### config.mk
export PLATFORM = sky130hd
export DESIGN_NAME = text_diff_refresher
export DESIGN_NICKNAME = d
export VERILOG_FILES = /design/src/rtl/txr_pkg.sv /design/src/rtl/txr_loader.sv /design/src/rtl/txr_datapath.sv /design/src/rtl/txr_ctrl.sv /design/src/rtl/text_diff_refresher.sv
export SDC_FILE = /design/constraint.sdc
export NUM_CORES = 1
export LEC_CHECK = 0
export BUFFER_PORTS_ARGS = -buffer_cell sky130_fd_sc_hd__buf_2
export CAP_MARGIN = 30
export CORE_ASPECT_RATIO = 0.9
export CORE_MARGIN = 4
export CORE_UTILIZATION = 41
export DETAILED_ROUTE_END_ITERATION = 8
export MAX_ROUTING_LAYER = met4
export PLACE_DENSITY_LB_ADDON = 0.15
export RECOVER_POWER = 100
export SKIP_CTS_REPAIR_TIMING = 1
export SLEW_MARGIN = 30
export SYNTH_ARGS = -nofsm -noshare
export SYNTH_HDL_FRONTEND = slang
export SYNTH_SLANG_ARGS = --single-unit
### constraint.sdc
create_clock -name clk -period 3.8 [get_ports clk]
set_input_delay 0.38 -clock clk [delete_from_list [all_inputs] [get_ports clk]]
set_output_delay 0.38 -clock clk [all_outputs]
set_load 0.01 [all_outputs]
### src/rtl/txr_pkg.sv
package txr_pkg;

  typedef enum logic [2:0] {
    ST_IDLE,
    ST_CMP,
    ST_ADDR,
    ST_DATA,
    ST_DONE
  } walkState_t;

  // Strobes from the walk control to the buffer datapath
  typedef struct packed {
    logic walkInit;   // restart cursor and index at the first position
    logic latchChar;  // capture the target byte at the current index
    logic advance;    // step to the next position
    logic commit;     // copy the captured byte into the shadow store
    logic sendData;   // request byte is the character, not the cursor code
  } walkStrobe_t;

endpackage

### src/rtl/txr_loader.sv
module txr_loader #(
  parameter int DEPTH = 32,
  parameter int IDXW  = 5
) (
  input  logic            clk,
  input  logic            rstN,
  input  logic            loadStart,
  input  logic [IDXW-1:0] loadAt,
  input  logic            loadValid,
  input  logic [7:0]      loadByte,
  output logic            wrEn,
  output logic [IDXW-1:0] wrIdx,
  output logic [7:0]      wrByte
);

  localparam logic [IDXW-1:0] LAST_IDX = IDXW'(DEPTH - 1);

  logic            armed;
  logic [IDXW-1:0] wrPtr;
  logic            printable;

  assign printable = !loadByte[7] && (loadByte >= 8'h20);
  assign wrEn      = armed && loadValid && !loadStart && printable;
  assign wrIdx     = wrPtr;
  assign wrByte    = loadByte;

  always_ff @(posedge clk or negedge rstN) begin
    if (!rstN) begin
      armed <= 1'b0;
      wrPtr <= '0;
    end else if (loadStart) begin
      armed <= 1'b1;
      wrPtr <= loadAt;
    end else if (armed && loadValid) begin
      if (printable) begin
        wrPtr <= wrPtr + IDXW'(1);
        if (wrPtr == LAST_IDX) armed <= 1'b0;
      end else begin
        armed <= 1'b0;
      end
    end
  end

  AST_LOAD_FILTER: assert property (@(posedge clk) disable iff (!rstN)
    loadValid && (loadByte[7] || loadByte < 8'h20) |-> !wrEn);

  AST_LOAD_PTR_STEP: assert property (@(posedge clk) disable iff (!rstN)
    wrEn |=> loadStart || !armed || (wrPtr == $past(wrPtr) + IDXW'(1)));

  AST_LOAD_END_STOP: assert property (@(posedge clk) disable iff (!rstN)
    wrEn && (wrIdx == LAST_IDX) |=> !armed || $past(loadStart));

endmodule

### src/rtl/txr_datapath.sv
module txr_datapath
  import txr_pkg::*;
#(
  parameter int         LINE_LEN   = 16,
  parameter int         DEPTH      = 32,
  parameter int         IDXW       = 5,
  parameter logic [7:0] LINE0_BASE = 8'h80,
  parameter logic [7:0] LINE1_BASE = 8'hC0,
  parameter logic [7:0] FILL_BYTE  = 8'hFF,
  parameter logic [7:0] BLANK_BYTE = 8'h20
) (
  input  logic            clk,
  input  logic            rstN,
  input  walkStrobe_t     strobe,
  input  logic            wrEn,
  input  logic [IDXW-1:0] wrIdx,
  input  logic [7:0]      wrByte,
  output logic            differs,
  output logic            walkLast,
  output logic [7:0]      reqByte
);

  localparam logic [7:0] LINE0_END = 8'(LINE0_BASE + LINE_LEN);
  localparam logic [7:0] LINE1_END = 8'(LINE1_BASE + LINE_LEN);

  logic [7:0]      nextBuf [DEPTH];
  logic [7:0]      curBuf  [DEPTH];
  logic [IDXW-1:0] idx;
  logic [7:0]      cursor;
  logic [7:0]      heldChar;
  logic [7:0]      cursorInc;
  logic [7:0]      cursorNext;

  always_comb begin
    cursorInc  = cursor + 8'd1;
    cursorNext = (cursorInc == LINE0_END) ? LINE1_BASE : cursorInc;
  end

  assign walkLast = (cursorNext == LINE1_END);
  assign differs  = (nextBuf[idx] != curBuf[idx]);
  assign reqByte  = strobe.sendData ? heldChar : cursor;

  // Target store: written only by the loader
  always_ff @(posedge clk or negedge rstN) begin
    if (!rstN) begin
      for (int i = 0; i < DEPTH; i++) nextBuf[i] <= BLANK_BYTE;
    end else if (wrEn) begin
      nextBuf[wrIdx] <= wrByte;
    end
  end

  // Shadow store: what the screen shows
  always_ff @(posedge clk or negedge rstN) begin
    if (!rstN) begin
      for (int i = 0; i < DEPTH; i++) curBuf[i] <= FILL_BYTE;
    end else if (strobe.commit) begin
      curBuf[idx] <= heldChar;
    end
  end

  // Walk position and captured character
  always_ff @(posedge clk or negedge rstN) begin
    if (!rstN) begin
      cursor   <= LINE0_BASE;
      idx      <= '0;
      heldChar <= BLANK_BYTE;
    end else begin
      if (strobe.walkInit) begin
        cursor <= LINE0_BASE;
        idx    <= '0;
      end else if (strobe.advance) begin
        cursor <= cursorNext;
        idx    <= idx + IDXW'(1);
      end
      if (strobe.latchChar) heldChar <= nextBuf[idx];
    end
  end

  AST_CURSOR_IN_LINE: assert property (@(posedge clk) disable iff (!rstN)
    (cursor >= LINE0_BASE && cursor < LINE0_END) ||
    (cursor >= LINE1_BASE && cursor <= LINE1_END));

  AST_LINE0_INDEX: assert property (@(posedge clk) disable iff (!rstN)
    (cursor < LINE0_END) |-> (idx == IDXW'(cursor - LINE0_BASE)));

  AST_LINE1_INDEX: assert property (@(posedge clk) disable iff (!rstN)
    (cursor >= LINE1_BASE && cursor < LINE1_END) |->
      (idx == IDXW'(32'(cursor - LINE1_BASE) + LINE_LEN)));

  AST_DIFF_ONLY_LATCH: assert property (@(posedge clk) disable iff (!rstN)
    strobe.latchChar |-> differs);

endmodule

### src/rtl/txr_ctrl.sv
module txr_ctrl
  import txr_pkg::*;
(
  input  logic        clk,
  input  logic        rstN,
  input  logic        refreshReq,
  input  logic        reqAck,
  input  logic        differs,
  input  logic        walkLast,
  output walkStrobe_t strobe,
  output logic        reqValid,
  output logic        reqIsData,
  output logic        done
);

  walkState_t state;
  walkState_t stateNx;
  logic       pending;
  logic       startWalk;

  assign startWalk = refreshReq || pending;

  always_comb begin
    stateNx   = state;
    strobe    = '0;
    reqValid  = 1'b0;
    reqIsData = 1'b0;
    done      = 1'b0;
    case (state)
      ST_IDLE: begin
        if (startWalk) begin
          strobe.walkInit = 1'b1;
          stateNx         = ST_CMP;
        end
      end
      ST_CMP: begin
        if (differs) begin
          strobe.latchChar = 1'b1;
          stateNx          = ST_ADDR;
        end else begin
          strobe.advance = 1'b1;
          if (walkLast) stateNx = ST_DONE;
        end
      end
      ST_ADDR: begin
        reqValid = 1'b1;
        if (reqAck) stateNx = ST_DATA;
      end
      ST_DATA: begin
        reqValid        = 1'b1;
        reqIsData       = 1'b1;
        strobe.sendData = 1'b1;
        if (reqAck) begin
          strobe.commit  = 1'b1;
          strobe.advance = 1'b1;
          stateNx        = walkLast ? ST_DONE : ST_CMP;
        end
      end
      ST_DONE: begin
        done = 1'b1;
        if (startWalk) begin
          strobe.walkInit = 1'b1;
          stateNx         = ST_CMP;
        end else begin
          stateNx = ST_IDLE;
        end
      end
      default: stateNx = ST_IDLE;
    endcase
  end

  always_ff @(posedge clk or negedge rstN) begin
    if (!rstN) begin
      state   <= ST_IDLE;
      pending <= 1'b0;
    end else begin
      state <= stateNx;
      if (strobe.walkInit)  pending <= 1'b0;
      else if (refreshReq)  pending <= 1'b1;
    end
  end

  AST_REQ_HOLD: assert property (@(posedge clk) disable iff (!rstN)
    reqValid && !reqAck |=> reqValid && $stable(reqIsData));

  AST_DONE_PULSE: assert property (@(posedge clk) disable iff (!rstN)
    done |=> !done);

  AST_PENDING_SERVED: assert property (@(posedge clk) disable iff (!rstN)
    done && pending |=> !pending && state == ST_CMP);

endmodule

### src/rtl/text_diff_refresher.sv
module text_diff_refresher
  import txr_pkg::*;
#(
  parameter int         LINE_LEN   = 16,
  parameter logic [7:0] LINE0_BASE = 8'h80,
  parameter logic [7:0] LINE1_BASE = 8'hC0,
  parameter logic [7:0] FILL_BYTE  = 8'hFF,
  parameter logic [7:0] BLANK_BYTE = 8'h20,
  localparam int        DEPTH      = 2 * LINE_LEN,
  localparam int        IDXW       = $clog2(DEPTH)
) (
  input  logic            clk,
  input  logic            rstN,
  input  logic            loadStart,
  input  logic [IDXW-1:0] loadAt,
  input  logic            loadValid,
  input  logic [7:0]      loadByte,
  input  logic            refreshReq,
  output logic            reqValid,
  output logic            reqIsData,
  output logic [7:0]      reqByte,
  input  logic            reqAck,
  output logic            done
);

  walkStrobe_t     strobe;
  logic            differs;
  logic            walkLast;
  logic            wrEn;
  logic [IDXW-1:0] wrIdx;
  logic [7:0]      wrByte;

  txr_loader #(.DEPTH(DEPTH), .IDXW(IDXW)) u_loader (
    .clk       (clk),
    .rstN      (rstN),
    .loadStart (loadStart),
    .loadAt    (loadAt),
    .loadValid (loadValid),
    .loadByte  (loadByte),
    .wrEn      (wrEn),
    .wrIdx     (wrIdx),
    .wrByte    (wrByte)
  );

  txr_datapath #(
    .LINE_LEN   (LINE_LEN),
    .DEPTH      (DEPTH),
    .IDXW       (IDXW),
    .LINE0_BASE (LINE0_BASE),
    .LINE1_BASE (LINE1_BASE),
    .FILL_BYTE  (FILL_BYTE),
    .BLANK_BYTE (BLANK_BYTE)
  ) u_datapath (
    .clk      (clk),
    .rstN     (rstN),
    .strobe   (strobe),
    .wrEn     (wrEn),
    .wrIdx    (wrIdx),
    .wrByte   (wrByte),
    .differs  (differs),
    .walkLast (walkLast),
    .reqByte  (reqByte)
  );

  txr_ctrl u_ctrl (
    .clk        (clk),
    .rstN       (rstN),
    .refreshReq (refreshReq),
    .reqAck     (reqAck),
    .differs    (differs),
    .walkLast   (walkLast),
    .strobe     (strobe),
    .reqValid   (reqValid),
    .reqIsData  (reqIsData),
    .done       (done)
  );

  AST_BYTE_STABLE: assert property (@(posedge clk) disable iff (!rstN)
    reqValid && !reqAck |=> $stable(reqByte));

  AST_DATA_AFTER_ADDR: assert property (@(posedge clk) disable iff (!rstN)
    reqValid && reqIsData && !$past(reqValid && reqIsData) |->
      $past(reqValid && !reqIsData && reqAck));

  AST_DATA_PRINTABLE: assert property (@(posedge clk) disable iff (!rstN)
    reqValid && reqIsData |-> !reqByte[7] && reqByte >= 8'h20);

  AST_NO_REQ_AT_DONE: assert property (@(posedge clk) disable iff (!rstN)
    done |-> !reqValid);

endmodule

==> summary.txt <==
Run status
  – Status: finished, violations left
  – Failing checks: hold timing, capacitance limit, slew limit

Critical path
  – Worst setup path startpoint: u_datapath.idx[0]$_DFFE_PN0P_
  – Setup crit end kind: flip-flop
  – Critical path type: flip-flop to flip-flop
  – Worst Reg-to-Reg Cells: 13
  – Arrival time worst endpoint: 4.27 ns
  – Worst r2r src: u_datapath.idx[0]$_DFFE_PN0P_
  – Crit path launch type: flip-flop
  – Crit path max fanout: 16
  – Flop2flop setup slack: 0.01 ns
  – WP data required: 4.28 ns
  – R2r endpoint: u_datapath.heldChar[0]$_DFFE_PN0P_

STA
  – Max Fclk: 264.0 MHz
  – Slew Limit Fails: 34
  – Setup_tns: 0 ns
  – Clk_skew: 0.02351 ns
  – Final Critical Period: 3.789 ns
  – Slew margin rel.: -0.3234
  – # setup viols final: 0
  – WHS: -0.006205 ns
  – Hold Violations, Final: 2
  – Final Cycle Share: 0.9970
  – Least-Margin Pin Slew: 1.985 ns

Synth
  – Top cell type's share of synthesized area: 0.2981
  – Post-Synthesis Cells: 1,890
  – Mapped cell area: 25,560 um^2
  – Post-synth top area cell: dfstp_2
  – Yosys warning count: 0
  – Syn nets: ~1.9k
  – Synth unique cells: between 50 and 60
  – Register area share after synthesis: 0.5457
  – Dominant synthesized flop cell: dfstp_2
  – Post-synth EDFFs: 0
  – Dominant cell by count in the synthesized netlist: mux2_2
  – Share of flip-flops with an asynchronous set or reset: 1.000
  – Top cells by count, synth: mux2_2 (489), dfstp_2 (290), mux2i_1 (260)
  – Ranking of synthesized cells by area: dfstp_2 (30%), dfrtp_1 (25%), mux2_2 (22%), mux2i_1 (10%), o22ai_1 (3.1%)
  – Syn avg cell area: 13.53 um^2
  – Synthesized flop and latch total: approximately 540

Detailed routing
  – Drt total wl: 72.02 mm
  – ANT nets after route: 0
  – Wire length per cell: around 25 um
  – Initial DRC count: 1,122
  – Drt via density: 5.660
  – First-pass DRT Iterations: 5
  – Vias post-DR: around 16k
  – DRC viols: 0

Clock tree
  – Clock latency on the worst-skew pair: around 0.63 ns
  – Clk buf depth: 3
  – Sink Count: 543
  – Cts bufs inserted: 59
  – CTS tree: yes
  – Clk root buf: clkbuf_16
  – CTS clk-pin slew, worst paths: 0.06 ns
  – H-tree levels: 2

Placement
  – DP Cell Count: about 2.7k
  – DP HPWL: 48.25 mm
  – RePlAce Congestion: 0.8619
  – Port-buffer cells: 29
  – Placed cell areas: 27,110 um^2

Power
  – Max rail drop VDD: around 400 uV
  – Pwr Total: about 18,000 uW
  – PD cells: 603.6 nW/um^2
  – Lkg Pwr: 0.01245 uW

Min path
  – Hold_sp: loadAt[1]
  – Hold path endpoint: u_loader.wrIdx[1]$_DFFE_PN0P_
  – Hold WC Path Type: input pin to flip-flop
  – Hold Path Cell Cnt: 3

Floorplanning
  – Die Width: 271.2 um
  – Die area: 66,410 um^2
  – Core ar.: 61,440 um^2
  – Top-Level Pins: 30
  – Die Y: 244.9 um
  – Starting Density: 0.4161
  – Site Rows: 86

Finish
  – Finished Cell Area: 29,140 um^2
  – Layout cell share with drive strength beyond 1: 0.5072
  – Nets@finish: around 2.0k
  – Area grow syn2layout: 13.99%
  – Post-Layout Cell Count: 2,855
  – Fin util: 0.4743
  – Ant diodes: 0

Run
  – Max Cap Viol: 1

GRT
  – Antenna violations before repair: 0
  – Vias in the first global route: 16.78k
  – Global-route wire length before repair: 109.7 mm
  – Gr usage total: 0.2236
  – Largest net degree at the start of global routing: 105
  – Gr ovfl total: 0
-- power by group --
group / switching [uW] / internal, uW
Sequential: 555 / 6820
Combinational: 2550 / 1820
Clock: 2380 / 3470
-- per-layer routing --
| layer | part of all wire | wire, um | vias up | GRT usage |
|---|---|---|---|---|
| met5 | 0 | 0 | - | - |
| met4 | 0.023 | 1671 | 0 | 0.05612 |
| met1 | 0.49 | 35140 | 8534 | 0.3270 |
| met3 | 0.062 | 4490 | 108 | 0.04613 |
| li1 | - | - | 7107 | - |
| met2 | 0.43 | 30720 | 409 | 0.3190 |
-- final cells by class --
cell class	instances	area [um^2]
Fill cell	5395	32300
Tap cell	836	1046
Multi-Input combinational cell	1204	10940
Clock buffer	89	1730
Inverter	9	33.78
Sequential cell	543	13950
Clock inverter	20	249.0
Timing Repair Buffer	154	1187
-- flip-flops by register name, summed over array words and instances, names as in the netlist --
register,count
u_ctrl.pending,1
u_ctrl.state,3
u_datapath.curBuf,256
u_datapath.cursor,8
u_datapath.heldChar,8
u_datapath.idx,5
u_datapath.nextBuf,256
u_loader.armed,1
u_loader.wrIdx,5
-- metrics by stage --
stage / hold slack, ns / setup WS (ns)
floorplan: 0.08441 / 0.6503
global placement: 0.4654 / -0.1450
detailed placement: 0.4701 / -0.1658
CTS: -0.1635 / -0.1687
global route: 0.001977 / -0.03293
finish: -0.006205 / 0.01148
-- logic make-up after synthesis --
family,count (synthesis),share of synthesized area
buffers and inverters,143,0.02863
AND/OR/NAND/NOR,262,0.05761
adder cells (fa/ha/maj),10,0.004895
multiplexers,749,0.3172
AO/OA/AOI/OAI,170,0.04146
XOR/XNOR,13,0.004454
flip-flops,543,0.5457
-- worst max-delay path: stages (launching register included) --
cell and delay (ns):
dfrtp_1 0.46, buf_4 0.21, nand4_2 0.34, buf_4 0.23, buf_4 0.15, o22ai_1 0.14
nor4_2 0.45, nand2_1 0.15, xor2_1 0.18, nor4_2 0.46, buf_4 0.23, a21oi_1 0.10
buf_12 0.16, a31oi_1 0.36
-- how the worst max path moves through the flow --
stage | endpoint | slack [ns] | cells after the start
4_1_cts | u_datapath.cursor[5]$_DFFE_PN0P_ | -0.17 | 11
3_3_place_gp | u_datapath.cursor[5]$_DFFE_PN0P_ | -0.14 | 11
2_1_floorplan | u_datapath.cursor[2]$_DFFE_PN0P_ | 0.65 | 14
5_1_grt | u_datapath.heldChar[0]$_DFFE_PN0P_ | -0.03 | 14
3_5_place_dp | u_datapath.cursor[5]$_DFFE_PN0P_ | -0.17 | 11
6_report | u_datapath.heldChar[0]$_DFFE_PN0P_ | 0.01 | 13
-- cells in the final DEF, fill, tap and decap left out, drive strengths merged, types with 6 or more instances in the layout --
cell type	instances
inv	10
clkinv	12
xor2	9
nor3	6
dfrtp	253
o22ai	128
and2	39
nor2	30
buf	124
nand3	13
and3	9
a31oi	10
a21oi	8
nand2	91
dfstp	290
clkbuf	115
ha	10
nor4	35
mux2	489
o21ai	13
mux2i	260
Note: power is estimated with default switching activity, not from simulation.
